### config.mk
export PLATFORM = sky130hd
export DESIGN_NAME = walk3_xlate
export DESIGN_NICKNAME = d
export VERILOG_FILES = /design/src/rtl/walk3_pkg.sv /design/src/rtl/walk3_index.sv /design/src/rtl/walk3_judge.sv /design/src/rtl/walk3_xlate.sv
export SDC_FILE = /design/constraint.sdc
export NUM_CORES = 1
export LEC_CHECK = 0
export BUFFER_PORTS_ARGS = -buffer_cell sky130_fd_sc_hd__clkbuf_2
export CAP_MARGIN = 10
export CORE_MARGIN = 3
export CORE_UTILIZATION = 50
export CTS_CLUSTER_DIAMETER = 40
export DETAILED_ROUTE_END_ITERATION = 16
export PLACE_DENSITY = 0.77
export SYNTH_ARGS = -nofsm -noshare
export SYNTH_HDL_FRONTEND = slang
export SYNTH_SLANG_ARGS = --single-unit
### constraint.sdc
create_clock -name clk -period 5.4 [get_ports clk]
set_clock_uncertainty 0.15 [all_clocks]
set_input_delay 1.08 -clock clk [delete_from_list [all_inputs] [get_ports clk]]
set_output_delay 1.08 -clock clk [all_outputs]
set_load 0.03 [all_outputs]
### src/rtl/walk3_pkg.sv
package walk3_pkg;
  localparam int WORD_W   = 32;
  // logical address index fields
  localparam int ROOT_HI  = 31;
  localparam int ROOT_LO  = 25;
  localparam int PTR_HI   = 24;
  localparam int PTR_LO   = 18;
  localparam int PG_HI    = 17;
  localparam int PG4_LO   = 12;
  localparam int PG8_LO   = 13;
  // base alignment per table kind
  localparam int PTR_CLR  = 9;
  localparam int PGT4_CLR = 8;
  localparam int PGT8_CLR = 7;
  localparam int IND_CLR  = 2;
  // descriptor bits
  localparam int D_VALID  = 1;
  localparam int D_WP     = 2;
  localparam int D_USED   = 3;
  localparam int D_MOD    = 4;
  localparam int D_SUP    = 7;
  localparam logic [1:0] T_INV = 2'd0;
  localparam logic [1:0] T_IND = 2'd2;
  // status bits
  localparam int S_RES  = 0;
  localparam int S_INV  = 1;
  localparam int S_WP   = 2;
  localparam int S_SUP  = 3;
  localparam int S_BERR = 4;
  localparam int S_MOD  = 5;
  localparam int S_USED_W = 6;

  typedef enum logic [1:0] {LV_ROOT, LV_PTR, LV_PAGE} level_e;
  typedef enum logic [1:0] {ST_IDLE, ST_READ, ST_WRITE, ST_RESP} state_e;
endpackage

### src/rtl/walk3_index.sv
module walk3_index
  import walk3_pkg::*;
(
  input  logic [WORD_W-1:0] req_va,
  input  logic              req_sup,
  input  logic [WORD_W-1:0] root_sup,
  input  logic [WORD_W-1:0] root_usr,
  input  logic [WORD_W-1:0] walk_va,
  input  logic [WORD_W-1:0] prev,
  input  logic              big_page,
  output logic [WORD_W-1:0] root_addr,
  output logic [WORD_W-1:0] ptr_addr,
  output logic [WORD_W-1:0] page_addr,
  output logic [WORD_W-1:0] ind_addr
);
  localparam int RIW = ROOT_HI - ROOT_LO + 1;
  localparam int PIW = PTR_HI - PTR_LO + 1;
  localparam int G4W = PG_HI - PG4_LO + 1;
  localparam int G8W = PG_HI - PG8_LO + 1;

  logic [WORD_W-1:0] base;
  logic [WORD_W-1:0] pg4_addr, pg8_addr;

  assign base      = req_sup ? root_sup : root_usr;
  assign root_addr = base + WORD_W'({req_va[ROOT_HI:ROOT_LO], 2'b00});
  assign ptr_addr  = {prev[WORD_W-1:PTR_CLR], {PTR_CLR{1'b0}}}
                   + WORD_W'({walk_va[PTR_HI:PTR_LO], 2'b00});
  assign pg4_addr  = {prev[WORD_W-1:PGT4_CLR], {PGT4_CLR{1'b0}}}
                   + WORD_W'({walk_va[PG_HI:PG4_LO], 2'b00});
  assign pg8_addr  = {prev[WORD_W-1:PGT8_CLR], {PGT8_CLR{1'b0}}}
                   + WORD_W'({walk_va[PG_HI:PG8_LO], 2'b00});
  assign page_addr = big_page ? pg8_addr : pg4_addr;
  assign ind_addr  = {prev[WORD_W-1:IND_CLR], {IND_CLR{1'b0}}};

  // index widths are fixed by the tree shape
  initial begin
    if (RIW != 7 || PIW != 7 || G4W != 6 || G8W != 5)
      $display("walk3_index: unexpected index geometry");
  end
endmodule

### src/rtl/walk3_judge.sv
module walk3_judge
  import walk3_pkg::*;
#(
  parameter int unsigned STAT_W = 8
)(
  input  level_e            lvl,
  input  logic [WORD_W-1:0] desc,
  input  logic [WORD_W-1:0] walk_va,
  input  logic              big_page,
  input  logic              is_write,
  input  logic              is_user,
  input  logic              is_probe,
  input  logic [WORD_W-1:0] ptr_addr,
  input  logic [WORD_W-1:0] page_addr,
  input  logic [WORD_W-1:0] ind_addr,
  output logic              finish,
  output logic              fault,
  output logic              wb,
  output logic [WORD_W-1:0] wdata,
  output logic [WORD_W-1:0] next_addr,
  output level_e            next_lvl,
  output logic [STAT_W-1:0] stat,
  output logic [WORD_W-1:0] paddr
);
  logic [WORD_W-1:0] upd;
  logic sup_hit, viol;

  always_comb begin
    upd = desc;
    upd[D_USED] = 1'b1;
    if (is_write) upd[D_MOD] = 1'b1;
  end

  assign sup_hit = desc[D_SUP] && is_user;
  assign viol    = (desc[D_WP] && is_write) || sup_hit;

  always_comb begin
    finish    = 1'b0;
    fault     = 1'b0;
    wb        = 1'b0;
    wdata     = desc;
    next_addr = '0;
    next_lvl  = lvl;
    stat      = '0;
    paddr     = '0;
    case (lvl)
      LV_ROOT, LV_PTR: begin
        if (!desc[D_VALID]) begin
          stat[S_INV] = 1'b1;
          finish      = 1'b1;
          fault       = !is_probe;
        end else begin
          stat[S_WP]  = desc[D_WP];
          wdata[D_USED] = 1'b1;
          wb          = !desc[D_USED] && !is_probe;
          fault       = desc[D_WP] && is_write && !is_probe;
          finish      = fault;
          next_addr   = (lvl == LV_ROOT) ? ptr_addr : page_addr;
          next_lvl    = (lvl == LV_ROOT) ? LV_PTR : LV_PAGE;
        end
      end
      default: begin
        if (desc[1:0] == T_IND) begin
          next_addr = ind_addr;
          next_lvl  = LV_PAGE;
        end else if (desc[1:0] == T_INV) begin
          stat[S_INV] = 1'b1;
          finish      = 1'b1;
          fault       = !is_probe;
        end else begin
          finish      = 1'b1;
          stat[S_WP]  = desc[D_WP];
          stat[S_SUP] = sup_hit;
          fault       = viol && !is_probe;
          if (!fault) begin
            stat[S_RES] = 1'b1;
            stat[S_MOD] = is_probe ? desc[D_MOD] : upd[D_MOD];
            paddr = big_page ? {desc[WORD_W-1:PG8_LO], walk_va[PG8_LO-1:0]}
                             : {desc[WORD_W-1:PG4_LO], walk_va[PG4_LO-1:0]};
            wdata = upd;
            wb    = !is_probe && (upd != desc);
          end
        end
      end
    endcase
  end
endmodule

### src/rtl/walk3_xlate.sv
module walk3_xlate
  import walk3_pkg::*;
#(
  parameter int unsigned STAT_W = 8
)(
  input  logic              clk,
  input  logic              rst_n,
  input  logic              cfg_big_page,
  input  logic [31:0]       root_sup,
  input  logic [31:0]       root_usr,
  input  logic              req_valid,
  output logic              req_ready,
  input  logic [31:0]       req_vaddr,
  input  logic [2:0]        req_fc,
  input  logic              req_write,
  input  logic              req_probe,
  output logic              rsp_valid,
  input  logic              rsp_ready,
  output logic [31:0]       rsp_paddr,
  output logic              rsp_fault,
  output logic [STAT_W-1:0] rsp_status,
  output logic              mem_req,
  output logic              mem_we,
  output logic [31:0]       mem_addr,
  output logic [31:0]       mem_wdata,
  input  logic              mem_ack,
  input  logic              mem_err,
  input  logic [31:0]       mem_rdata
);
  localparam int SUP_BIT = 2;

  state_e            st;
  level_e            lvl;
  logic [WORD_W-1:0] va_q, cur_addr, wb_addr, wdata_q, paddr_q;
  logic              user_q, wr_q, probe_q, fault_q, pend_finish;
  logic [STAT_W-1:0] stat_q;

  logic [WORD_W-1:0] root_addr, ptr_addr, page_addr, ind_addr;
  logic              v_finish, v_fault, v_wb;
  logic [WORD_W-1:0] v_wdata, v_next_addr, v_paddr;
  level_e            v_next_lvl;
  logic [STAT_W-1:0] v_stat;
  logic [STAT_W-1:0] berr_bit;

  always_comb begin
    berr_bit = '0;
    berr_bit[S_BERR] = 1'b1;
  end

  walk3_index u_index (
    .req_va    (req_vaddr),
    .req_sup   (req_fc[SUP_BIT]),
    .root_sup  (root_sup),
    .root_usr  (root_usr),
    .walk_va   (va_q),
    .prev      (mem_rdata),
    .big_page  (cfg_big_page),
    .root_addr (root_addr),
    .ptr_addr  (ptr_addr),
    .page_addr (page_addr),
    .ind_addr  (ind_addr)
  );

  walk3_judge #(.STAT_W(STAT_W)) u_judge (
    .lvl       (lvl),
    .desc      (mem_rdata),
    .walk_va   (va_q),
    .big_page  (cfg_big_page),
    .is_write  (wr_q),
    .is_user   (user_q),
    .is_probe  (probe_q),
    .ptr_addr  (ptr_addr),
    .page_addr (page_addr),
    .ind_addr  (ind_addr),
    .finish    (v_finish),
    .fault     (v_fault),
    .wb        (v_wb),
    .wdata     (v_wdata),
    .next_addr (v_next_addr),
    .next_lvl  (v_next_lvl),
    .stat      (v_stat),
    .paddr     (v_paddr)
  );

  always_ff @(posedge clk or negedge rst_n) begin
    if (!rst_n) begin
      st          <= ST_IDLE;
      lvl         <= LV_ROOT;
      va_q        <= '0;
      cur_addr    <= '0;
      wb_addr     <= '0;
      wdata_q     <= '0;
      paddr_q     <= '0;
      user_q      <= 1'b0;
      wr_q        <= 1'b0;
      probe_q     <= 1'b0;
      fault_q     <= 1'b0;
      pend_finish <= 1'b0;
      stat_q      <= '0;
    end else begin
      case (st)
        ST_IDLE: begin
          if (req_valid) begin
            va_q     <= req_vaddr;
            user_q   <= !req_fc[SUP_BIT];
            wr_q     <= req_write;
            probe_q  <= req_probe;
            cur_addr <= root_addr;
            lvl      <= LV_ROOT;
            stat_q   <= '0;
            fault_q  <= 1'b0;
            paddr_q  <= '0;
            st       <= ST_READ;
          end
        end
        ST_READ: begin
          if (mem_ack) begin
            if (mem_err) begin
              stat_q  <= stat_q | berr_bit;
              fault_q <= !probe_q;
              paddr_q <= '0;
              st      <= ST_RESP;
            end else begin
              stat_q      <= stat_q | v_stat;
              wb_addr     <= cur_addr;
              wdata_q     <= v_wdata;
              pend_finish <= v_finish;
              if (v_finish) begin
                fault_q <= v_fault;
                paddr_q <= v_paddr;
              end else begin
                cur_addr <= v_next_addr;
                lvl      <= v_next_lvl;
              end
              if (v_wb)          st <= ST_WRITE;
              else if (v_finish) st <= ST_RESP;
              else               st <= ST_READ;
            end
          end
        end
        ST_WRITE: begin
          if (mem_ack) begin
            if (mem_err) begin
              stat_q  <= stat_q | berr_bit;
              fault_q <= !probe_q;
              paddr_q <= '0;
              st      <= ST_RESP;
            end else begin
              st <= pend_finish ? ST_RESP : ST_READ;
            end
          end
        end
        default: begin
          if (rsp_ready) st <= ST_IDLE;
        end
      endcase
    end
  end

  assign req_ready  = (st == ST_IDLE);
  assign rsp_valid  = (st == ST_RESP);
  assign rsp_paddr  = paddr_q;
  assign rsp_fault  = fault_q;
  assign rsp_status = stat_q;
  assign mem_req    = (st == ST_READ) || (st == ST_WRITE);
  assign mem_we     = (st == ST_WRITE);
  assign mem_addr   = (st == ST_WRITE) ? wb_addr : cur_addr;
  assign mem_wdata  = wdata_q;

  initial begin
    if (STAT_W < S_USED_W) $display("walk3_xlate: STAT_W too small");
  end
endmodule

---- Yosys cells after proc, flatten, opt, wreduce, memory -nomap -nowiden ----
Cells that the tools add are included.
cells by class
  add/sub/neg operators ................... 4
  eq/ne operators ......................... 15
  muxes and demuxes ....................... 91
  bitwise gates (word level) .............. 3
  reduce and logical (&&, ||, !) cells .... 26
operators with widths
  operator              count
  $mux W32              21
  $pmux W32 S3          1
  $add A32 B9 Y32       2
  $pmux W32 S2          1
  $mux W2               19
  $mux W1               34
  $add A32 B7 Y32       1
  $add A32 B8 Y32       1
  $mux W5               5
  $mux W8               3
  $pmux W8 S3           1
  $reduce_and A5 Y1     3
  $mux W13              1
  $ne A2 B2 Y1 const B  4
  $or A8 B6 Y8          1
  $reduce_and A7 Y1     1
  $eq A2 B2 Y1 const B  3
  $logic_and A1 B1 Y1   6
  $logic_not A2 Y1      3
  $ne A3 B3 Y1 const B  2
  $pmux W2 S3           1
  $reduce_and A6 Y1     1
  $eq A2 B1 Y1 const B  2
  $mux W4               1
  16 further kinds      21
storage, ports and cells
  flip-flop bits (word level) ............. 170
  input port bits ......................... 140
  output and inout port bits .............. 109
  logic and storage cells ................. 153

---- Logic depth before layout (Yosys ltp) ----
  depth in word-level cells ............... 11
  mapped depth ............................ 14
  depth with buffers taken out ............ 9

---- By module ----
Synthesis repeated with hierarchy kept, for this count alone.
unflattened totals
  cells, all modules ...................... 1050
  area, all modules ....................... 11410.9 sq um
by module, submodules not included
  module       instances  cells an instance  area each (sq um)  seq. area each (sq um)
  walk3_xlate  1          601                7731.2             4429.2
  walk3_index  1          273                2258.4             0.0
  walk3_judge  1          176                1421.4             0.0

---- Worst setup path before layout ----
Ideal clock, no wire load.
  kind .................................... input to register
  from .................................... input req_fc[2]
  to ...................................... register cur_addr[14]
  setup time .............................. 138 ps
  arrival ................................. 3847 ps
  path slack .............................. 1265 ps
  stages on the path ...................... 14
  path buffers ............................ 5
  cells stage by stage .................... buf_6 buf_2 buf_2 buf_2 mux2_2 ha_1 fa_1 a21o_1 a221oi_2 o21ai_2 buf_2 nand3_1 xnor2_1 o22ai_1
between the ends
  word-level cells in the longest chain between the ends .. 4
ends and longest elaborated chain
  item                  line                RTL
  start, declared       walk3_xlate.sv:14   input logic [2:0] req_fc,
  $mux W32              walk3_index.sv:24   assign base = req_sup ? root_sup : root_usr;
  $add A32 B9 Y32       walk3_index.sv:25   assign root_addr = base + WORD_W'({req_va[ROOT_HI:ROOT_LO], 2'b00});
  $mux W32              walk3_xlate.sv:103  if (req_valid) begin
  $pmux W32 S2          walk3_xlate.sv:101  case (st)
  end signal, assigned  walk3_xlate.sv:108  cur_addr <= root_addr;
  end signal, assigned  walk3_xlate.sv:132  cur_addr <= v_next_addr;
  end, declared         walk3_xlate.sv:34   logic [WORD_W-1:0] va_q, cur_addr, wb_addr, wdata_q, paddr_q;
Every way passes these cells. The select of a mux whose other input is x is not followed.
A chain may end at the register's enable or synchronous reset.

---- Worst setup path in the final report ----
  from .................................... register st[1]
  to ...................................... register cur_addr[29]
between the ends
  word-level cells in the longest chain between the ends .. 3
  elaborated cells on any way between the ends .. 9
ends and longest elaborated chain
  item                                                                 line                RTL
  start, declared                                                      walk3_xlate.sv:32   state_e st;
  start signal, assigned                                               walk3_xlate.sv:149  st <= pend_finish ? ST_RESP : ST_READ;
  $eq A2 B1 Y1 or $logic_not A2 Y1 (tied branches)                     walk3_xlate.sv:101
  $ne A2 B2 Y1 (no source line) or $reduce_bool A2 Y1 (tied branches)  n/a
  $reduce_and A5 Y1 (no source line)                                   n/a
Several ways; a longest one is shown, not always the timed one.

==> summary.txt <==
Outcome
  – Outcome: completed

Floorplanning
  – Starting Density: 51.8%
  – DIE HEIGHT: 138 µm
  – # IOs: 249
  – Die Wd: 138 µm
  – Core box area: 16800 µm²
  – # rows: 47
  – DIE AREA: 19000 µm²

Worst hold path
  – Worst hold path type: reg -> reg
  – Worst hold path depth: 1

Routing
  – First DRT Iteration DRCs: 352
  – Drt via density: 5.69
  – Wire length on met2: 11100 µm
  – DRC viols: 0
  – Top Layer Used: met4
  – Routed met3 length: 1290 µm
  – WL final: 23300 µm
  – Total number of vias: 6936
  – Metal-1 WL: 10200 µm
  – Wire length per cell: 19.1 µm
  – Antenna Nets Post-Route: 0
  – Length of the first detailed-routing pass in iterations: 7

Setup path
  – Delay-heaviest family, CP: simple AND/OR/NAND/NOR gates
  – Worst Path Buf+Inv: 3
  – WP depth: 9
  – Critical path required time: 5550 ps
  – Worst path max stage delay: 730 ps
  – Setup crit start kind: flip-flop
  – WP data arrival: 4080 ps
  – Top cell by count, worst path: nand2_1
  – R2r worst-path depth: 9
  – Crit end category: flip-flop
  – Crit Path Class: reg -> reg
  – Slowest CP cell: nand2_1
  – Worst path cell trace: inv_1 -> ha_1 -> buf_4 -> inv_2 -> o21ai_1 -> nand2_1 -> nand2_1 -> and3_1 -> a221o_1
  – CP max FO: 21

Global routing
  – All-layer global routing usage: 24.4%
  – First-pass GRT wire length: 35900 µm
  – Antenna violations before repair: 0
  – Number of global-route vias before repair: 6898
  – Grt total ovfl: 0
  – Largest net degree at the start of global routing: 93

Cells and area
  – Post-layout util: 63.2%
  – ANT cells: 0
  – Most common cell after layout, fill and taps aside: clkbuf_2
  – Most frequent cells in the layout: clkbuf_2, dfrtp_1, mux2_2
  – Post-Layout Inst Area: 10600 µm²
  – Filler-free cell count of the finished design: 1220
  – Final Net Count: 1140
  – Layout area overhead: 22.0%
  – Share of cells above drive strength 1: 43.9%

STA
  – Min setup slack post-route: 1470 ps
  – Final Hold Slack: 330 ps
  – Least-Margin Pin Slew: 1150 ps
  – Final Hold Fails: 0
  – Max-slew headroom: 23.4%
  – Setup Viol. Count Final: 0
  – Setup TNS: 0 ps
  – Final Cycle Share: 72.7%
  – Fmax: 0.255 GHz
  – Tmin final: 3930 ps
  – RSZ-0062 raised after global routing: false
  – Slew Limit Fails: 0

Logic synthesis
  – Synth Flop Type: dfrtp_1
  – Synthesized area per cell: 11.4 µm²
  – Mapped Cells: 766
  – Async SR Flop Fraction: 100%
  – Number of enable flip-flop cells after synthesis: 0
  – Netlist cell types: 68
  – Yosys reg bits: 168
  – Share of the yosys chip area belonging to registers: 48.3%
  – Synthesis Warnings: 0
  – Netlist Area Pre-Place: 8710 µm²

Clocking
  – Worst skew pair latency: 420 ps
  – Clk buf depth: 2
  – Hold-fix buffers, CTS: 0
  – CTS tree: built
  – Clock root cell: clkbuf_16
  – # clock sinks: 168
  – Post-CTS Setup Bufs: 0
  – Clock Pin Slew Worst Setup and Hold Paths: 70 ps
  – H-Tree Depth: 4
  – CTS Buf Count: 17
  – Resize count post-CTS: 0

Placed design
  – HPWL Detailed: 16700 µm
  – Placed cell areas: 10000 µm²
  – Place WS: 1380 ps
  – Port bufs: 244
  – Placed cells: 1188
  – GP Congestion: 0.904

Run
  – Max-cap violations: 0

Power and ir drop
  – Total design power: 5.97 mW
  – Pwr/cell area: 562 nW/µm²
  – Leakage dissipation: 5.06 nW
  – Worst VDD drop: 0.000265 V
cells by family after synthesis:
group / share of synthesized area, %
compound gates: 13.9
mux: 20.3
fa+ha+maj: 1.95
other cells: 0.0431
xor+xnor: 2.61
simple gates: 9.51
flops: 48.3
buf+inv: 3.40
worst paths after layout:
check	start	to	slack [ps]
worst min-delay path	va_q[10]$_DFFE_PN0P_	rsp_paddr[10]$_DFFE_PN0P_	330
worst max register to register	st[1]$_DFFE_PN0P_	cur_addr[29]$_DFFE_PN0P_	1470
max in group asynchronous	rst_n	cur_addr[27]$_DFFE_PN0P_	3450
worst min register to register	va_q[10]$_DFFE_PN0P_	rsp_paddr[10]$_DFFE_PN0P_	330
min in group asynchronous	rst_n	mem_wdata[4]$_DFFE_PN0P_	610
worst max-delay path	st[1]$_DFFE_PN0P_	cur_addr[29]$_DFFE_PN0P_	1470
registers in the layout, indices dropped and copies added (netlist names):
| name | cells |
|---|---|
| wb_addr | 32 |
| rsp_fault | 1 |
| wr_q | 1 |
| rsp_paddr | 32 |
| pend_finish | 1 |
| st | 2 |
| lvl | 2 |
| mem_wdata | 32 |
| va_q | 25 |
| probe_q | 1 |
| rsp_status | 6 |
| user_q | 1 |
| cur_addr | 32 |
area by class of cell:
type / instances / area [µm²]
multi-input cells: 539 / 4230
well taps: 220 / 275
flip-flops and latches: 168 / 4200
repair buffers: 252 / 1290
clock buffers: 18 / 429
fillers: 1375 / 6200
inverters: 9 / 33.8
clock inverters: 14 / 163
per-layer routing:
metal	vias up	GRT usage, %
met2	225	39.5
met5	-	0
met1	3418	32.9
li1	3246	-
met4	0	10.4
met3	47	3.81
power by group:
group          switching (mW)  internal (mW)
combinational            1.69          0.997
sequential              0.299           1.75
clock                   0.536          0.694
Yosys cell counts, types with 5 or more instances:
cell type | instances | area share [%]
nand2_1 | 51 | 2.2
a31oi_1 | 7 | 0.50
mux2i_1 | 22 | 2.5
clkbuf_1 | 16 | 0.69
nor3_1 | 6 | 0.34
inv_1 | 8 | 0.34
o221ai_1 | 6 | 0.60
nor2_1 | 44 | 1.9
buf_2 | 21 | 1.2
a21o_1 | 5 | 0.43
o21ai_1 | 6 | 0.34
ha_1 | 12 | 1.7
xor2_1 | 12 | 1.2
xnor2_1 | 14 | 1.4
nand4_1 | 8 | 0.57
o21ai_0 | 24 | 1.4
a22o_1 | 35 | 3.5
nand3b_1 | 6 | 0.52
dfrtp_1 | 168 | 48
mux2_2 | 133 | 17
nand3_1 | 18 | 1.0
a21oi_1 | 47 | 2.7
buf_4 | 8 | 0.69
o22ai_1 | 17 | 1.2
o31ai_1 | 5 | 0.43
Power figures use the tool's default switching activity.
